<file path="src/rtl/pcs_pkg.sv">
package pcs_pkg;
  // Kind of redirect accepted for the instruction in execute this cycle.
  typedef enum logic [1:0] {
    REDIR_NONE = 2'd0,
    REDIR_SKIP = 2'd1,
    REDIR_JUMP = 2'd2
  } redir_e;
endpackage

</file>
<file path="src/rtl/pcs_redirect.sv">
module pcs_redirect
  import pcs_pkg::*;
#(
  parameter int PC_W    = 13,
  parameter int TGT_W   = 11,
  parameter int LATCH_W = 8,
  parameter int PAGE_LO = 3
) (
  input  logic               slot_flushed,
  input  logic               jump_req,
  input  logic               skip_req,
  input  logic [TGT_W-1:0]   target,
  input  logic [LATCH_W-1:0] page_latch,
  output redir_e             kind,
  output logic               jump_taken,
  output logic               skip_taken,
  output logic [PC_W-1:0]    jump_dest
);
  localparam int PAGE_W = PC_W - TGT_W;

  // Destination: page field on top, immediate target below.
  function automatic logic [PC_W-1:0] build_dest(input logic [TGT_W-1:0] tgt,
                                                 input logic [LATCH_W-1:0] latch);
    return {latch[PAGE_LO +: PAGE_W], tgt};
  endfunction

  logic unused_latch_bits;
  assign unused_latch_bits = ^page_latch;

  // A discarded slot cannot redirect; a jump outranks a skip.
  assign jump_taken = jump_req && !slot_flushed;
  assign skip_taken = skip_req && !slot_flushed && !jump_req;
  assign jump_dest  = build_dest(target, page_latch);

  always_comb begin
    kind = REDIR_NONE;
    if (jump_taken)      kind = REDIR_JUMP;
    else if (skip_taken) kind = REDIR_SKIP;
  end
endmodule

</file>
<file path="src/rtl/pcs_pc_reg.sv">
module pcs_pc_reg
  import pcs_pkg::*;
#(
  parameter int PC_W = 13
) (
  input  logic            clk,
  input  logic            rst,
  input  redir_e          kind,
  input  logic [PC_W-1:0] jump_dest,
  output logic [PC_W-1:0] pc_q
);
  function automatic logic [PC_W-1:0] seq_next(input logic [PC_W-1:0] pc);
    return pc + 1'b1;
  endfunction

  always_ff @(posedge clk) begin
    if (rst)                     pc_q <= '0;
    else if (kind == REDIR_JUMP) pc_q <= jump_dest;
    else                         pc_q <= seq_next(pc_q);
  end
endmodule

</file>
<file path="src/rtl/pcs_slot_tracker.sv">
module pcs_slot_tracker
  import pcs_pkg::*;
(
  input  logic   clk,
  input  logic   rst,
  input  redir_e kind,
  output logic   flush_q
);
  // The instruction fetched this cycle enters execute discarded after any redirect.
  always_ff @(posedge clk) begin
    if (rst) flush_q <= 1'b0;
    else     flush_q <= (kind != REDIR_NONE);
  end
endmodule

</file>
<file path="src/rtl/pcs_pc_sequencer.sv">
module pcs_pc_sequencer
  import pcs_pkg::*;
#(
  parameter int PC_W    = 13,
  parameter int TGT_W   = 11,
  parameter int LATCH_W = 8,
  parameter int PAGE_LO = 3
) (
  input  logic               clk,
  input  logic               rst,
  input  logic               jump_i,
  input  logic [TGT_W-1:0]   target_i,
  input  logic [LATCH_W-1:0] page_i,
  input  logic               skip_i,
  output logic [PC_W-1:0]    fetch_addr_o,
  output logic               flush_o
);
  redir_e          kind;
  logic            jump_taken;
  logic            skip_taken;
  logic [PC_W-1:0] jump_dest;

  pcs_redirect #(
    .PC_W(PC_W), .TGT_W(TGT_W), .LATCH_W(LATCH_W), .PAGE_LO(PAGE_LO)
  ) redirect_i (
    .slot_flushed(flush_o),
    .jump_req    (jump_i),
    .skip_req    (skip_i),
    .target      (target_i),
    .page_latch  (page_i),
    .kind        (kind),
    .jump_taken  (jump_taken),
    .skip_taken  (skip_taken),
    .jump_dest   (jump_dest)
  );

  pcs_pc_reg #(.PC_W(PC_W)) pc_reg_i (
    .clk      (clk),
    .rst      (rst),
    .kind     (kind),
    .jump_dest(jump_dest),
    .pc_q     (fetch_addr_o)
  );

  pcs_slot_tracker slot_i (
    .clk    (clk),
    .rst    (rst),
    .kind   (kind),
    .flush_q(flush_o)
  );
endmodule

</file>
<file path="config.mk">
export PLATFORM = sky130hd
export DESIGN_NAME = pcs_pc_sequencer
export DESIGN_NICKNAME = d
export VERILOG_FILES = /design/src/rtl/pcs_pkg.sv /design/src/rtl/pcs_redirect.sv /design/src/rtl/pcs_pc_reg.sv /design/src/rtl/pcs_slot_tracker.sv /design/src/rtl/pcs_pc_sequencer.sv
export SDC_FILE = /design/constraint.sdc
export NUM_CORES = 1
export LEC_CHECK = 0
export BUFFER_PORTS_ARGS = -buffer_cell sky130_fd_sc_hd__buf_2
export CAP_MARGIN = 20
export CELL_PAD_IN_SITES_DETAIL_PLACEMENT = 0
export CELL_PAD_IN_SITES_GLOBAL_PLACEMENT = 1
export CORE_MARGIN = 2
export CORE_UTILIZATION = 29
export DETAILED_ROUTE_END_ITERATION = 10
export PLACE_DENSITY_LB_ADDON = 0.1
export SETUP_SLACK_MARGIN = 0.3
export SLEW_MARGIN = 20
export SYNTH_ARGS = -nofsm -noshare
export SYNTH_HDL_FRONTEND = slang
export SYNTH_HIERARCHICAL = 1
export SYNTH_SLANG_ARGS = --single-unit
</file>
<file path="constraint.sdc">
create_clock -name clk -period 1.6 [get_ports clk]
set_clock_uncertainty 0.2 [all_clocks]
set_input_delay 0.08 -clock clk [delete_from_list [all_inputs] [get_ports clk]]
set_output_delay 0.08 -clock clk [all_outputs]
set_load 0.03 [all_outputs]
</file>
==> results.md <==
* Total clock sinks at 14
* Die ar. at 0.00328 mm²
* Slew Limit Fails at 0
* Final worst path period share at 0.998
* Hold path start: jump_i
* CP max-delay cell: or4_4
* Routed Antenna Nets at 0
* Syn Area/Cell at 8.84 µm²
* RSZ-0062 raised after global routing: true
* Via density at 4.96
* Largest net degree at the start of global routing at 15
* Post-route DRC at 0
* Top Ports at 37
* H-Tree Level Count at 1
* Hold Slack at 0.0345 ns
* Commonest non-fill, non-tap cell in the layout: buf_2
* Reg2reg path depth at 4
* Fmax at 626 MHz
* Met2 usage at 0.253
* Filler Cells Inserted at 267
* Max VDD drop at 0.465 mV
* Initial DRC count at 3
* Wire length of the first global-routing pass at 3.78 mm
* CP Class: reg -> reg
* R2r startpoint: pc_reg_i/pc_q[0]
* Pleak at 0.563 nW
* Final Hold Fails at 0
* FF-to-FF setup slack at 0.003 ns
* Post-layout min period at 1.60 ns
* Worst slew margin relative to its limit at 0.772
* CP arrival at 1.60 ns
* Met1 GRT Util at 0.194
* Fin nets at 163
* Final WL at 2.32 mm
* PortBufs at 30
* Worst path max stage delay at 0.43 ns
* Initial Util at 0.301
* Worst slew pin tran at 0.342 ns
* Hold Path End: slot_i/flush_q
* Routed length per instance at 13.7 µm
* Chip height at 57.2 µm
* GR peak layer: met2
* Drt pass-1 iters at 4
* Hold path depth at 3
* Longest Clk Path Bufs at 2
* Antenna diodes at 0
* HP Class: in -> reg
* Clock transition at the registers of the reported paths at 0.10 ns
* Core area at 0.00273 mm²
* Die width at 57.2 µm
* Status: finished clean
* Worst reg2reg path endpoint: pc_reg_i/pc_q[12]
* CTS tree: built
* Max cap viols at 0
* Mapped Cells at 93
* Initial antenna violation count at 0
* Post-Syn Area at 822 µm²
* Layout cell share with drive strength beyond 1 at 0.623
* Mapped Nets at 117
* Final setup fails at 0
* Rows at 19
* Clock latency on the worst-skew pair at 0.28 ns
* Crit-path max FO at 4
* GP Congestion at 0.674
* Area grow syn2layout at 72.0%
* Crit path required time at 1.60 ns
* Crit-path cells: ha_4 > nand4_1 > or4_4 > a311oi_2
* Met3 Usage GRT at 0.0295
* GRT overflow at 0
* Via Count at 839
* Hpwl dp at 1.30 mm
* Tot Pwr at 1.05 mW
* Pwr dens at 739 mW/mm²
* Worst Setup Start Kind: flip-flop
* Vias in the first global route at 802
* GRT Util Overall at 0.152
* Cts bufs inserted at 3
* Clk root buf: clkbuf_4
* Commonest cells after routing, fill and taps aside: buf_2 (28), dlygate4sd3_1 (14), buf_4 (11), dfxtp_4 (9), nor2_1 (7)
* Yosys warning count at 6
* CP Capture Type: flip-flop
cell type report:
class | instances | area (µm²) | area share
flip-flops and latches | 14 | 318 | 0.225
inverters | 2 | 7.51 | 0.00531
clock buffers | 4 | 36.3 | 0.0257
repair buffers | 59 | 464 | 0.328
multi-input cells | 59 | 549 | 0.388
well taps | 31 | 38.8 | 0.0274
where the power goes:
group | switching [mW] | leakage [nW] | internal (mW)
clock | 0.122 | 0.0210 | 0.138
combinational | 0.185 | 0.420 | 0.172
sequential | 0.0432 | 0.123 | 0.385
total | 0.350 | 0.563 | 0.695
critical path, delay by kind of cell (launching register included):
kind / cells / cell delay (ns)
AO/OA/AOI/OAI: 1 / 0.21
adder cells (fa/ha/maj): 1 / 0.17
flip-flops: 1 / 0.39
AND/OR/NAND/NOR: 2 / 0.54
state kept, by name, indices dropped and copies added (netlist names):
register	flops
pc_reg_i/pc_q	13
slot_i/flush_q	1
layer usage:
metal	wire length, µm	vias to the layer above
met4	19	0
li1	-	422
met2	1170	16
met1	1050	399
met5	0	-
met3	84	2
how the worst max path moves through the flow:
stage / start / end / slack [ns] / cells past startpoint
floorplan: slot_i/flush_q / pc_reg_i/pc_q[1] / 0.005 / 7
global placement: pc_reg_i/pc_q[0] / pc_reg_i/pc_q[10] / 0.04 / 4
detailed placement: pc_reg_i/pc_q[1] / pc_reg_i/pc_q[12] / 0.03 / 4
CTS: pc_reg_i/pc_q[4] / pc_reg_i/pc_q[10] / 0.03 / 3
global route: pc_reg_i/pc_q[0] / pc_reg_i/pc_q[12] / -0.05 / 4
finish: pc_reg_i/pc_q[0] / pc_reg_i/pc_q[12] / 0.003 / 4
repair_timing:
item | in CTS | in global routing
pin swaps | 9 | 11
resized for setup | 15 | 14
hold buffers | 14 | 0
endpoints found under the hold margin | 13 | 0
setup buffers | 7 | 1
cloned | 2 | 0
endpoints found under the setup margin | 13 | 14
per-stage QoR:
stage / cell area [µm²] / util / TNS (ns) / setup slack, ns / cells
finish: 1410 / 0.517 / 0 / 0.00256 / 169
global placement: 1000 / 0.367 / 0 / 0.0425 / 141
CTS: 1350 / 0.492 / 0 / 0.0269 / 168
global route: 1410 / 0.517 / -0.108 / -0.0544 / 169
detailed placement: 1000 / 0.367 / 0 / 0.0265 / 141
floorplan: 912 / - / 0 / 0.00510 / 93
(Power assumes the default switching activity.)
